**config.mk**
```make
export PLATFORM = sky130hd
export DESIGN_NAME = smbus_bus_monitor
export DESIGN_NICKNAME = d
export VERILOG_FILES = /design/src/rtl/smbus_mon_pkg.sv /design/src/rtl/smbus_mon_dp.sv /design/src/rtl/smbus_mon_ctl.sv /design/src/rtl/smbus_bus_monitor.sv
export SDC_FILE = /design/constraint.sdc
export NUM_CORES = 1
export LEC_CHECK = 0
export BUFFER_PORTS_ARGS = -buffer_cell sky130_fd_sc_hd__buf_4
export CAP_MARGIN = 20
export CORE_ASPECT_RATIO = 1.1
export CORE_MARGIN = 2
export CORE_UTILIZATION = 65
export DETAILED_ROUTE_END_ITERATION = 10
export GPL_ROUTABILITY_DRIVEN = 0
export HOLD_SLACK_MARGIN = 0.1
export PLACE_DENSITY_LB_ADDON = 0.3
export SETUP_SLACK_MARGIN = 0.05
export SLEW_MARGIN = 10
export SYNTH_ARGS = -nofsm -noshare
export SYNTH_HDL_FRONTEND = slang
export SYNTH_SLANG_ARGS = --single-unit
export TNS_END_PERCENT = 10
```
**constraint.sdc**
```tcl
create_clock -name clk -period 4.9 [get_ports clk]
set_input_delay 1.47 -clock clk [delete_from_list [all_inputs] [get_ports clk]]
set_output_delay 1.47 -clock clk [all_outputs]
set_load 0.02 [all_outputs]
```
**src/rtl/smbus_mon_pkg.sv**
```systemverilog
package smbus_mon_pkg;

  // Strobes from control to the datapath's release-delay timer.
  typedef struct packed {
    logic availRun;   // advance the release timer
    logic availClr;   // hold the release timer at zero
  } ctlStrb_t;

endpackage

```
**src/rtl/smbus_mon_dp.sv**
```systemverilog
module smbus_mon_dp
  import smbus_mon_pkg::*;
#(
  parameter int FILT_LEN    = 3,
  parameter int TIMEOUT_CYC = 30000,
  parameter int IDLE_CYC    = 50,
  parameter int AVAIL_CYC   = 500,
  parameter int LOW_W       = 15,
  parameter int HIGH_W      = 6,
  parameter int BOTH_W      = 24,
  parameter int AV_W        = 9
) (
  input  logic              clk,
  input  logic              rstN,
  input  logic              sclRaw,
  input  logic              sdaRaw,
  input  ctlStrb_t          strb,
  output logic              sclF,
  output logic              sdaF,
  output logic [LOW_W-1:0]  lowCnt,
  output logic [HIGH_W-1:0] highCnt,
  output logic [BOTH_W-1:0] bothCnt,
  output logic [AV_W-1:0]   availCnt
);

  localparam int FC_W = (FILT_LEN > 1) ? $clog2(FILT_LEN) : 1;
  localparam logic [FC_W-1:0]   FC_LAST = FC_W'(FILT_LEN - 1);
  localparam logic [LOW_W-1:0]  LOW_MAX = LOW_W'(TIMEOUT_CYC);
  localparam logic [HIGH_W-1:0] HIGH_MAX = HIGH_W'(IDLE_CYC);
  localparam logic [AV_W-1:0]   AV_MAX = AV_W'(AVAIL_CYC);

  logic [1:0] rawV;
  logic [1:0] filtV;

  assign rawV = {sdaRaw, sclRaw};

  // One synchronizer plus run-length filter per line.
  for (genvar g = 0; g < 2; g++) begin : gLine
    logic syncA, syncB, filtQ;
    logic [FC_W-1:0] runCnt;

    always_ff @(posedge clk or negedge rstN) begin
      if (!rstN) begin
        syncA  <= 1'b1;
        syncB  <= 1'b1;
        filtQ  <= 1'b1;
        runCnt <= '0;
      end else begin
        syncA <= rawV[g];
        syncB <= syncA;
        if (syncB == filtQ) begin
          runCnt <= '0;
        end else if (runCnt == FC_LAST) begin
          filtQ  <= syncB;
          runCnt <= '0;
        end else begin
          runCnt <= runCnt + 1'b1;
        end
      end
    end

    assign filtV[g] = filtQ;
  end

  assign sclF = filtV[0];
  assign sdaF = filtV[1];

  // Level timers: each restarts on the edge that ends its level and saturates.
  always_ff @(posedge clk or negedge rstN) begin
    if (!rstN) begin
      lowCnt   <= '0;
      highCnt  <= '0;
      bothCnt  <= '0;
      availCnt <= '0;
    end else begin
      if (sclF)                   lowCnt <= '0;
      else if (lowCnt != LOW_MAX) lowCnt <= lowCnt + 1'b1;

      if (!sclF)                    highCnt <= '0;
      else if (highCnt != HIGH_MAX) highCnt <= highCnt + 1'b1;

      if (sclF || sdaF)       bothCnt <= '0;
      else if (bothCnt != '1) bothCnt <= bothCnt + 1'b1;

      if (strb.availClr)                             availCnt <= '0;
      else if (strb.availRun && availCnt != AV_MAX)  availCnt <= availCnt + 1'b1;
    end
  end

endmodule

```
**src/rtl/smbus_mon_ctl.sv**
```systemverilog
module smbus_mon_ctl
  import smbus_mon_pkg::*;
#(
  parameter int TIMEOUT_CYC = 30000,
  parameter int IDLE_CYC    = 50,
  parameter int OFF_CYC     = 2000000,
  parameter int AVAIL_CYC   = 500,
  parameter int CAL_W       = 24,
  parameter int LOW_W       = 15,
  parameter int HIGH_W      = 6,
  parameter int BOTH_W      = 24,
  parameter int AV_W        = 9
) (
  input  logic              clk,
  input  logic              rstN,
  input  logic              sclF,
  input  logic              sdaF,
  input  logic [LOW_W-1:0]  lowCnt,
  input  logic [HIGH_W-1:0] highCnt,
  input  logic [BOTH_W-1:0] bothCnt,
  input  logic [AV_W-1:0]   availCnt,
  input  logic              xferActive,
  input  logic [CAL_W-1:0]  calDelay,
  output ctlStrb_t          strb,
  output logic              abort,
  output logic              busOff,
  output logic              busAvail,
  output logic              calReq
);

  logic lowHit, idleHit, offHit, anyHigh, availDone, calHit;
  logic lowHitQ, idleHitQ, availPend;
  logic [BOTH_W-1:0] calLimit;

  assign calLimit  = BOTH_W'(calDelay);
  assign lowHit    = (lowCnt == LOW_W'(TIMEOUT_CYC));
  assign idleHit   = xferActive && (highCnt == HIGH_W'(IDLE_CYC));
  assign offHit    = (bothCnt >= BOTH_W'(OFF_CYC));
  assign anyHigh   = sclF || sdaF;
  assign availDone = (availCnt == AV_W'(AVAIL_CYC));
  assign calHit    = (calDelay != '0) && (bothCnt >= calLimit);

  assign strb.availRun = availPend;
  assign strb.availClr = !availPend;

  always_ff @(posedge clk or negedge rstN) begin
    if (!rstN) begin
      lowHitQ   <= 1'b0;
      idleHitQ  <= 1'b0;
      abort     <= 1'b0;
      busOff    <= 1'b0;
      busAvail  <= 1'b1;
      availPend <= 1'b0;
      calReq    <= 1'b0;
    end else begin
      lowHitQ  <= lowHit;
      idleHitQ <= idleHit;
      abort    <= (lowHit && !lowHitQ) || (idleHit && !idleHitQ);
      calReq   <= calHit;

      if (!busOff && offHit) begin
        busOff    <= 1'b1;
        busAvail  <= 1'b0;
        availPend <= 1'b0;
      end else if (busOff && anyHigh) begin
        busOff    <= 1'b0;
        availPend <= 1'b1;
      end else if (availPend && availDone) begin
        availPend <= 1'b0;
        busAvail  <= 1'b1;
      end
    end
  end

endmodule

```
**src/rtl/smbus_bus_monitor.sv**
```systemverilog
module smbus_bus_monitor
  import smbus_mon_pkg::*;
#(
  parameter int FILT_LEN    = 3,
  parameter int TIMEOUT_CYC = 30000,
  parameter int IDLE_CYC    = 50,
  parameter int OFF_CYC     = 2000000,
  parameter int AVAIL_CYC   = 500,
  parameter int CAL_W       = 24
) (
  input  logic             clk,
  input  logic             rstN,
  input  logic             sclIn,
  input  logic             sdaIn,
  input  logic             xferActive,
  input  logic [CAL_W-1:0] calDelay,
  output logic             abort,
  output logic             busOff,
  output logic             busAvail,
  output logic             calReq
);

  localparam int LOW_W  = $clog2(TIMEOUT_CYC + 1);
  localparam int HIGH_W = $clog2(IDLE_CYC + 1);
  localparam int OFF_W  = $clog2(OFF_CYC + 1);
  localparam int BOTH_W = (OFF_W > CAL_W) ? OFF_W : CAL_W;
  localparam int AV_W   = (AVAIL_CYC < 1) ? 1 : $clog2(AVAIL_CYC + 1);

  ctlStrb_t          strb;
  logic              sclF, sdaF;
  logic [LOW_W-1:0]  lowCnt;
  logic [HIGH_W-1:0] highCnt;
  logic [BOTH_W-1:0] bothCnt;
  logic [AV_W-1:0]   availCnt;

  smbus_mon_dp #(
    .FILT_LEN(FILT_LEN), .TIMEOUT_CYC(TIMEOUT_CYC), .IDLE_CYC(IDLE_CYC),
    .AVAIL_CYC(AVAIL_CYC), .LOW_W(LOW_W), .HIGH_W(HIGH_W),
    .BOTH_W(BOTH_W), .AV_W(AV_W)
  ) dp_i (
    .clk(clk), .rstN(rstN), .sclRaw(sclIn), .sdaRaw(sdaIn), .strb(strb),
    .sclF(sclF), .sdaF(sdaF), .lowCnt(lowCnt), .highCnt(highCnt),
    .bothCnt(bothCnt), .availCnt(availCnt)
  );

  smbus_mon_ctl #(
    .TIMEOUT_CYC(TIMEOUT_CYC), .IDLE_CYC(IDLE_CYC), .OFF_CYC(OFF_CYC),
    .AVAIL_CYC(AVAIL_CYC), .CAL_W(CAL_W), .LOW_W(LOW_W), .HIGH_W(HIGH_W),
    .BOTH_W(BOTH_W), .AV_W(AV_W)
  ) ctl_i (
    .clk(clk), .rstN(rstN), .sclF(sclF), .sdaF(sdaF), .lowCnt(lowCnt),
    .highCnt(highCnt), .bothCnt(bothCnt), .availCnt(availCnt),
    .xferActive(xferActive), .calDelay(calDelay), .strb(strb),
    .abort(abort), .busOff(busOff), .busAvail(busAvail), .calReq(calReq)
  );

endmodule

```
==> results.md, run 1 <==
* Grt total ovfl at 0
* Avg WL per Cell at 15.33 µm
* Largest net degree at the start of global routing at 72
* Unrepaired setup endpoints after global routing: false
* Max-Cap Viols at 0
* CP bufs+invs at 2
* Cts hold-fix bufs at 0
* Die W at 79.31 µm
* Antenna violations before repair at 0
* Vias at 3,141
* Final Slew Violations at 0
* Synth top area cells: dfrtp_1 39%, ha_1 9.9%, xnor2_1 6.3%
* Power per cell area at 305.8 mW/mm²
* Setup tns final at 0 ns
* Final critical-path share of the clock period at 53.86%
* Reg-to-Reg End: dp_i.bothCnt[7]$_DFFE_PN0P_
* Met2 global-route usage at 45.61%
* Vias in the first global route at 3,184
* GRT Max-Usage Layer: met2
* Vias per cell at 5.795
* Overall Power at 1388 µW
* Met1 Use GR at 33.82%
* Worst Path Required at 5.12 ns
* Largest stage delay, worst path at 0.35 ns
* Initial Utilization at 66.28%
* Die area at 0.006887 mm²
* Worst R2R Path Depth at 6
* PortBufs at 32
* H-tree depth at 3
* Crit path arrival time at 2.86 ns
* Post-synthesis sequential element count at 71
* Final Skew at 0.01051 ns
* Distinct cells, synth at 44
* Min-delay worst type: register to register
* Synth cell count leaders: 64 x dfrtp_1, 45 x nor2_1, 34 x inv_1
* Syn_area_per_cell at 9.587 µm²
* Actual slew at the worst max-slew pin at 1.119 ns
* Drt drc at 0
* Synth-to-Final Area Change at 11.94%
* First-pass GRT wire length at 14,400 µm
* FP Rows at 30
* Synth Cell Area at 0.004055 mm²
* Root Buffer: clkbuf_8
* Top cell type's share of synthesized area at 39.49%
* Critical-path top delay cell: or3_1
* Cts repair resizes at 0
* Crit path time final at 2.639 ns
* Hold path depth at 0
* EDFF count, synth at 0
* Diodes inserted at 0
* Dpl hpwl at 5930 µm
* Initial DRC count at 268
* Critical R2R Launch: dp_i.bothCnt[0]$_DFFE_PN0P_
* Final setup vio count at 0
* Syn_nets at 484
* Hold Fails Final Rpt at 0
* GRT Resource Usage Total at 26.82%
* Async SR Flop Fraction at 100.0%
* Most used cell, CP: a211oi_1
* Non-Filler Instances at 542
* TritonCTS Buffers at 9
* Placeable Area at 0.006118 mm²
* CTS tree: yes
* Lkg Pwr at 0.002109 µW
* Fillcell total at 448
* CP Max Fanout at 2
* Maximum clock path buffer count at 2
* Crit end category: register
* Fmax at 0.3789 GHz
* Remaining antenna violation count at 0
* Syn Inst Count at 423
* CP endpoint: ctl_i.calReq$_DFF_PN0_
* Die Height at 86.84 µm
* Syn. warnings at 0
* Max VDD drop at 0.0002553 V
* Setup crit start kind: input pin
* CTS clk-pin slew, worst paths at 0.08 ns
* # nets final at 518
* Cells along the critical path: buf_4 > inv_1 > ha_1 > a211oi_1 > nor2_1 > or3_1 > a211oi_1 > o21ai_0
* Max_slew headroom at 24.72%
* Wirelength, routed at 8307 µm
* Family with the most delay on the worst path: compound AO/OA/AOI/OAI gates
* Crit Path Class: input pin to register
* Stages on the worst setup path at 8
* Setup repair bufs after CTS at 0
* Initial DRT Pass Iterations at 4
* Insertion delay of the later-clocked pin in the worst-skew pair at 0.35 ns
* Flop2flop setup slack at 2.55 ns
* IO Pins at 33
* Met3 usage in global routing at 3.542%
* Sequential element share of the synthesized area at 44.03%
* CP startpoint: calDelay[13]
* Yosys top cell by area: dfrtp_1
* Layout cells sized above 1 at 14.07%
* Placed cell count at 526
* Most frequent cell after synthesis: dfrtp_1
* Clk sinks at 71
* Run status: finished, final reports clean
* Synth Flop Type: dfrtp_1
[placed cells by master (no fill, tap or decap), drive strengths merged, types with 7 or more instances in the layout]
master	count
clkbuf	10
buf	32
nand2	23
xor2	12
and3	8
dfstp	7
a21oi	18
nand3	18
nor3	17
nor4	10
and2	11
nand4	17
o21ai	13
dfrtp	64
inv	35
or3	8
xnor2	29
nor2	45
ha	32
[sequential cells by signal (all words and copies together), names as in the netlist]
name / count
ctl_i.calReq: 1
ctl_i.lowHitQ: 1
dp_i.lowCnt: 15
dp_i.sclF: 1
ctl_i.busOff: 1
dp_i.gLine.syncB: 2
ctl_i.abort: 1
ctl_i.busAvail: 1
dp_i.bothCnt: 24
dp_i.sdaF: 1
dp_i.gLine.syncA: 2
ctl_i.idleHitQ: 1
dp_i.availCnt: 9
dp_i.highCnt: 6
ctl_i.availPend: 1
dp_i.gLine.runCnt: 4
[area by class of cell]
class	count	area [µm²]	area share [%]
inverters	34	127.6	2.811
well taps	80	100.1	2.205
clock inverters	6	43.79	0.9647
repair buffers	32	240.2	5.292
multi-input cells	309	2105	46.36
clock buffers	10	137.6	3.032
flip-flops and latches	71	1785	39.33
[power by group]
part           leakage [µW]  total, µW  switching [µW]  internal [µW]
clock network     0.0000926        430             230            199
logic               0.00106        238             133            105
registers          0.000957        721            74.9            646
total               0.00211       1390             438            950
[per-layer routing]
metal  part of all wire [%]  vias up
li1                       -     1541
met1                     42     1504
met2                     51       77
met3                    3.9       19
met4                    2.3        0
met5                      0        -
[kinds of logic after synthesis]
logic type                 share of synthesized area, %
xor gates and xnor gates                          8.855
buffers and inverters                             4.073
AOI/OAI and AO/OA                                 9.133
muxes                                             1.049
adders and majority gates                         9.873
DFF                                               44.03
and+or+nand+nor                                   22.99
[how the worst min path moves through the flow]
stage	startpoint	endpoint
6_report	dp_i.gLine[1].syncA$_DFF_PN1_	dp_i.gLine[1].syncB$_DFF_PN1_
5_1_grt	dp_i.gLine[0].syncA$_DFF_PN1_	dp_i.gLine[0].syncB$_DFF_PN1_
4_1_cts	dp_i.gLine[1].syncA$_DFF_PN1_	dp_i.gLine[1].syncB$_DFF_PN1_
3_5_place_dp	dp_i.gLine[0].syncA$_DFF_PN1_	dp_i.gLine[0].syncB$_DFF_PN1_
3_3_place_gp	dp_i.gLine[1].syncA$_DFF_PN1_	dp_i.gLine[1].syncB$_DFF_PN1_
2_1_floorplan	dp_i.gLine[0].syncA$_DFF_PN1_	dp_i.gLine[0].syncB$_DFF_PN1_
[metrics by stage]
stage / area, µm² / worst slack [ns] / utilization [%] / hold slack [ns]
finish: 4539 / 2.261 / 74.19 / 0.3576
global route: 4539 / 2.176 / 74.19 / 0.3622
CTS: 4539 / 2.282 / 74.19 / 0.3583
detailed placement: 4358 / 1.919 / 71.23 / 0.3468
global placement: 4358 / 1.973 / 71.23 / 0.3465
floorplan: 4055 / 2.119 / - / 0.3452
No activity file was read; power rests on OpenSTA's default activity.
==> inputs of run 2 (changes only) <==
Settings changed: ABC_AREA set to 1, CORE_UTILIZATION 65 to 61.
Clock period 4.9 ns to 2.5 ns, I/O delays scaled along.
==> run 2 against run 1 <==
Critical path type is now register to register. Highest routed layer unchanged. Worst setup slack worse by 1.7 ns. Worst hold slack worse by 0.054 ns. Largest power group unchanged. Non-clock buffer count is 3 higher. Clock skew is 0.0022 ns lower. Clock-buffer cell count unchanged. Sequential power up 90%. The run now ends with DRC left.
==> results.md, run 2 <==
* Run status: finished with violations
* Failing checks: DRC
* Synth cell count leaders: 130 x nand2_1, 93 x inv_1, 64 x dfrtp_1
* Placeable Area at 0.007087 mm²
* Hold WS at 0.3036 ns
* Switching power at 900.5 µW
* Family with the most delay on the worst path: simple AND/OR/NAND/NOR gates
* Setup crit start kind: register
* Diodes inserted at 0
* Cts repair resizes at 0
* Clock share of power at 33.1%
* Root Buffer: clkbuf_8
* Largest Register: dp_i.bothCnt
* Grt total ovfl at 0
* Clk sinks at 71
* Die W at 85.73 µm
* Most frequent cell after synthesis: nand2_1
* Worst Path Required at 2.73 ns
* Initial DRT Pass Iterations at 10
* # nets final at 693
* GRT Resource Usage Total at 26.96%
* H-tree depth at 3
* Async SR Flop Fraction at 100.0%
* Max-Cap Viols at 0
* Wirelength, routed at 10,070 µm
* CTS tree: yes
* PortBufs at 32
* Syn Inst Count at 593
* DP Worst Slack at 0.6064 ns
* Synth Flop Type: dfrtp_1
* Yosys top cell by area: dfrtp_1
* CP Max Fanout at 25
* CTS clk-pin slew, worst paths at 0.08 ns
* Remaining antenna violation count at 0
* Flop pwr share at 48.0%
* First-pass GRT wire length at 17,160 µm
* Top cell type's share of synthesized area at 35.73%
* Antenna violations before repair at 0
* Largest net degree at the start of global routing at 32
* Distinct cells, synth at 37
* Sequential element share of the synthesized area at 39.84%
* FP Rows at 32
* Power per cell area at 568.3 mW/mm²
* Dpl hpwl at 7639 µm
* CP bufs+invs at 1
* Layout cells sized above 1 at 13.34%
* Lkg Pwr at 0.002504 µW
* Crit Path Class: register to register
* Die area at 0.008050 mm²
* Crit path time final at 1.942 ns
* Setup tns final at 0 ns
* Synth top area cells: dfrtp_1 36%, nand2_1 11%, ha_1 8.9%
* Initial DRC count at 243
* Fmax at 0.5148 GHz
* Flop2flop setup slack at 0.56 ns
* Final Slew Violations at 0
* Internal power at 1954 µW
* Min-delay worst type: input pin to async pin
* Die Height at 93.90 µm
* Final critical-path share of the clock period at 77.70%
* Vias at 4,089
* Most frequent cells in the layout: 130 x nand2_1, 93 x inv_1, 64 x dfrtp_1
* Combinational Power Share at 18.9%
* Initial Utilization at 63.24%
* Vias per cell at 5.663
* Hold Fails Final Rpt at 0
* Cells along the critical path: ha_1 > nand3_1 > inv_2 > nand2_2 > nor2_4 > nand3_4 > nand3_1 > o21ai_1
* Syn_area_per_cell at 7.558 µm²
* Max FFs per register at 24
* Crit path arrival time at 2.17 ns
* Commonest non-fill, non-tap cell in the layout: nand2_1
* Actual slew at the worst max-slew pin at 0.5233 ns
* Setup repair bufs after CTS at 0
* Max_slew headroom at 64.89%
* Syn_nets at 654
* Synth-to-Final Area Change at 12.09%
* Post-synthesis sequential element count at 71
* Final setup vio count at 0
* TritonCTS Buffers at 9
* Unrepaired setup endpoints after global routing: false
* Switch share at 31.54%
* Most used cell, CP: nand3_1
* Vias in the first global route at 3,842
* Final worst setup slack at 0.5576 ns
* Syn. warnings at 0
* Largest stage delay, worst path at 0.45 ns
* EDFF count, synth at 0
* Insertion delay of the later-clocked pin in the worst-skew pair at 0.34 ns
* Fillcell total at 559
* Maximum clock path buffer count at 2
* Largest regs: dp_i.bothCnt x24, dp_i.lowCnt x15, dp_i.availCnt x9
* Final Skew at 0.008324 ns
* Crit end category: register
* Avg WL per Cell at 13.95 µm
* Drt drc at 1
* Cts hold-fix bufs at 0
* Critical-path top delay cell: dfrtp_1
* Max VDD drop at 0.0006436 V
* IO Pins at 33
* Synth Cell Area at 0.004482 mm²
==> run 2: cell count changes after synthesis, moves of 8 or more <==
cell,delta
a21oi_1,+8
and2_1,-11
and3_1,-8
inv_1,+59
inv_2,+8
nand2_1,+107
nand3_1,+30
nor2_1,+15
o21ai_0,+8
or3_1,-8
xnor2_1,-26
==> run 2: power groups by stage <==
| stage | clock [µW] | sequential [µW] | combinational, µW |
|---|---|---|---|
| after global routing | 995 | 1380 | 628 |
| final | 944 | 1370 | 540 |
| after CTS | 961 | 1370 | 541 |
| after floorplan | 0 | 1350 | 398 |
| after detailed placement | 0 | 1390 | 536 |
| after global placement | 0 | 1390 | 514 |
==> run 2: per-layer routing <==
layer  vias to the layer above  wire length (µm)  GRT usage (%)
li1                       2017                 -              -
met1                      1906              4232          33.53
met2                       142              5022          45.90
met3                        24               598          5.624
met4                         0               217          10.58
met5                         -                 0              0
==> run 2: worst reg2reg max path, delay by kind of cell, from the launching register on <==
kind,cells,cell delay (ns)
compound gates,1,0.07
fa+ha+maj,1,0.34
buf+inv,1,0.14
flops,1,0.45
simple gates,5,0.83
==> run 2: cell type report <==
type / instances / area, µm² / share of cell area, %
Inverter: 102 / 382.9 / 7.621
Clock inverter: 6 / 67.56 / 1.345
Timing Repair Buffer: 35 / 275.3 / 5.479
Clock buffer: 10 / 137.6 / 2.740
Tap cell: 85 / 106.4 / 2.117
Multi-Input combinational cell: 413 / 2268 / 45.16
Sequential cell: 71 / 1785 / 35.54
==> run 2: path summary, 6_finish.rpt <==
| check | startpoint | endpoint | depth (start not counted) |
|---|---|---|---|
| hold / removal | rstN | dp_i.bothCnt[19]$_DFFE_PN0P_ | 1 |
| setup reg to reg | dp_i.bothCnt[0]$_DFFE_PN0P_ | dp_i.bothCnt[0]$_DFFE_PN0P_ | 8 |
| max in group asynchronous | rstN | dp_i.gLine[1].syncB$_DFF_PN1_ | 2 |
| setup / recovery | dp_i.bothCnt[0]$_DFFE_PN0P_ | dp_i.bothCnt[0]$_DFFE_PN0P_ | 8 |
| min in group clk | dp_i.gLine[1].syncA$_DFF_PN1_ | dp_i.gLine[1].syncB$_DFF_PN1_ | 0 |
| hold reg to reg | dp_i.gLine[1].syncA$_DFF_PN1_ | dp_i.gLine[1].syncB$_DFF_PN1_ | 0 |
==> run 2: metrics by stage <==
step / power (µW) / cells / utilization (%) / area (µm²)
after CTS: 2871 / 722 / 70.89 / 5024
after floorplan: 1750 / 593 / - / 4482
final: 2855 / 722 / 70.89 / 5024
after detailed placement: 1928 / 706 / 67.99 / 4818
after global placement: 1899 / 706 / 67.99 / 4818
after global routing: 3007 / 722 / 70.89 / 5024
==> run 2: logic make-up (layout without fill, tap and decap cells) <==
family                     Yosys count  in the layout  share of synthesized area [%]
xor gates and xnor gates             9              9                          1.759
and+or+nand+nor                    306            306                          31.63
AOI/OAI and AO/OA                   65             65                          8.068
muxes                                1              1                         0.2233
DFF                                 71             71                          39.84
adders and majority gates           32             32                          8.933
buffers and inverters              109            153                          9.548
==> inputs of run 3 (changes only) <==
Clock period 2.5 ns to 1.9 ns, I/O delays scaled along.
==> run 3 against run 2 <==
The flow now finishes without violations. First-iteration DRC count is 12% higher. Critical path type unchanged. Clock skew is 0.0013 ns higher. Cell count is 0.42% higher. Total power increased by 36%. Clock-buffer cell count is the same. Maximum frequency rose by 9.3%. Routed wire length is 0.51% lower. Via count is essentially flat. Clock power is 44% higher. Worst setup slack got worse by 0.44 ns.
==> results.md, run 3 (synthesis results as in run 2) <==
* Crit path arrival time at 2.04 ns
* CP startpoint: dp_i.bothCnt[1]$_DFFE_PN0P_
* Power per cell area at 765.5 mW/mm²
* H-tree depth at 3
* TritonCTS Buffers at 9
* Initial Utilization at 63.24%
* CTS clk-pin slew, worst paths at 0.08 ns
* Flop2flop setup slack at 0.12 ns
* FP Rows at 32
* Crit Path Class: register to register
* Layout cells sized above 1 at 13.91%
* Unrepaired setup endpoints after global routing: true
* Final Slew Violations at 0
* Die area at 0.008050 mm²
* Worst Path Required at 2.17 ns
* Fillcell total at 557
* Diodes inserted at 0
* Final Skew at 0.009612 ns
* Run status: finished, final reports clean
* Min-delay worst type: input pin to async pin
* Dpl hpwl at 7537 µm
* Largest Register: dp_i.bothCnt
* Grt total ovfl at 0
* Max_slew headroom at 57.91%
* Largest net degree at the start of global routing at 29
* Crit end category: register
* Met1 Use GR at 33.10%
* GRT Max-Usage Layer: met2
* Initial DRC count at 272
* Max VDD drop at 0.0007857 V
* Reg-to-Reg End: dp_i.bothCnt[11]$_DFFE_PN0P_
* Final critical-path share of the clock period at 93.55%
* PortBufs at 32
* Die W at 85.73 µm
* Max FFs per register at 24
* Lkg Pwr at 0.002543 µW
* Setup crit start kind: register
* Hold Fails Final Rpt at 0
* Actual slew at the worst max-slew pin at 0.6299 ns
* Most frequent cells in the layout: 130 x nand2_1, 93 x inv_1, 63 x dfrtp_1
* CP endpoint: dp_i.bothCnt[11]$_DFFE_PN0P_
* Vias in the first global route at 4,065
* Initial DRT Pass Iterations at 7
* Finished Cell Area at 0.005082 mm²
* Wirelength, routed at 10,020 µm
* Avg WL per Cell at 13.82 µm
* First-pass GRT wire length at 17,410 µm
* Met3 usage in global routing at 4.657%
* Synth-to-Final Area Change at 13.40%
* Worst R2R Path Depth at 7
* Post-placement cell area at 0.004833 mm²
* Root Buffer: clkbuf_8
* Vias at 4,092
* Maximum clock path buffer count at 2
* Clk sinks at 71
* Remaining antenna violation count at 0
* # nets final at 696
* Met2 global-route usage at 47.72%
* IO Pins at 33
* Placeable Area at 0.007087 mm²
* Drt drc at 0
* Die Height at 93.90 µm
* Setup tns final at 0 ns
* CTS tree: yes
* Setup repair bufs after CTS at 0
* CP Max Fanout at 12
* Critical R2R Launch: dp_i.bothCnt[1]$_DFFE_PN0P_
* Largest regs: dp_i.bothCnt x24, dp_i.lowCnt x15, dp_i.availCnt x9
* Final setup vio count at 0
* GRT Resource Usage Total at 26.98%
* Insertion delay of the later-clocked pin in the worst-skew pair at 0.34 ns
* Max-Cap Viols at 0
* Antenna violations before repair at 0
* Fmax at 0.5626 GHz
* Commonest non-fill, non-tap cell in the layout: nand2_1
* Crit path time final at 1.777 ns
* Vias per cell at 5.644
==> run 3: worst min-delay path by stage <==
stage                             startpoint                            end  slack [ns]  depth (start not counted)
5_1_grt                                 rstN   dp_i.bothCnt[13]$_DFFE_PN0P_        0.14                          1
3_5_place_dp   dp_i.gLine[1].syncA$_DFF_PN1_  dp_i.gLine[1].syncB$_DFF_PN1_        0.35                          0
4_1_cts                                 rstN   dp_i.bothCnt[13]$_DFFE_PN0P_        0.13                          1
6_report                                rstN   dp_i.bothCnt[19]$_DFFE_PN0P_        0.13                          1
2_1_floorplan                           rstN          ctl_i.abort$_DFF_PN0_        0.27                          0
3_3_place_gp   dp_i.gLine[0].syncA$_DFF_PN1_  dp_i.gLine[0].syncB$_DFF_PN1_        0.35                          0
==> run 3: what timing repair did <==
| action | CTS | global route |
|---|---|---|
| setup endpoints to repair | 0 | 24 |
| hold buffers | 0 | 0 |
| gates resized for setup | 0 | 2 |
==> run 3: cell type report <==
type | count | area, µm² | area share, %
multi-input combinational | 414 | 2285 | 44.95
tap | 85 | 106.4 | 2.093
timing repair buffer | 37 | 290.3 | 5.711
clock buffer | 10 | 137.6 | 2.708
sequential | 71 | 1787 | 35.16
inverter | 102 | 382.9 | 7.533
clock inverter | 6 | 93.84 | 1.846
==> run 3: stage by stage <==
stage | hold WS, ns | std cells | setup WS (ns) | util, % | power, µW
6_report | 0.1299 | 725 | 0.1225 | 71.72 | 3891
5_1_grt | 0.1432 | 725 | 0.02164 | 71.72 | 4093
4_1_cts | 0.1313 | 724 | 0.06398 | 71.47 | 3924
3_5_place_dp | 0.3514 | 708 | 0.1088 | 68.20 | 2553
3_3_place_gp | 0.3473 | 708 | 0.1865 | 68.20 | 2501
2_1_floorplan | 0.2744 | 593 | 0.3905 | - | 2302
==> run 3: power breakdown <==
part | switching, µW | total [µW] | internal [µW]
clock | 577 | 1360 | 781
sequential | 148 | 1810 | 1660
combinational | 454 | 721 | 267
==> run 3: per-layer routing <==
layer  part of all wire [%]  wire length, µm
met1                     42             4159
met2                     51             5064
met3                    5.7              574
met4                    2.2              222
met5                      0                0
==> run 3: critical path, stage by stage, from the launching register on <==
cell and delay [ns]:
dfrtp_1 0.43, ha_1 0.22, nand3_1 0.13, inv_2 0.14
nand2_2 0.09, nor2_4 0.18, nand3_2 0.32, nand2_1 0.18
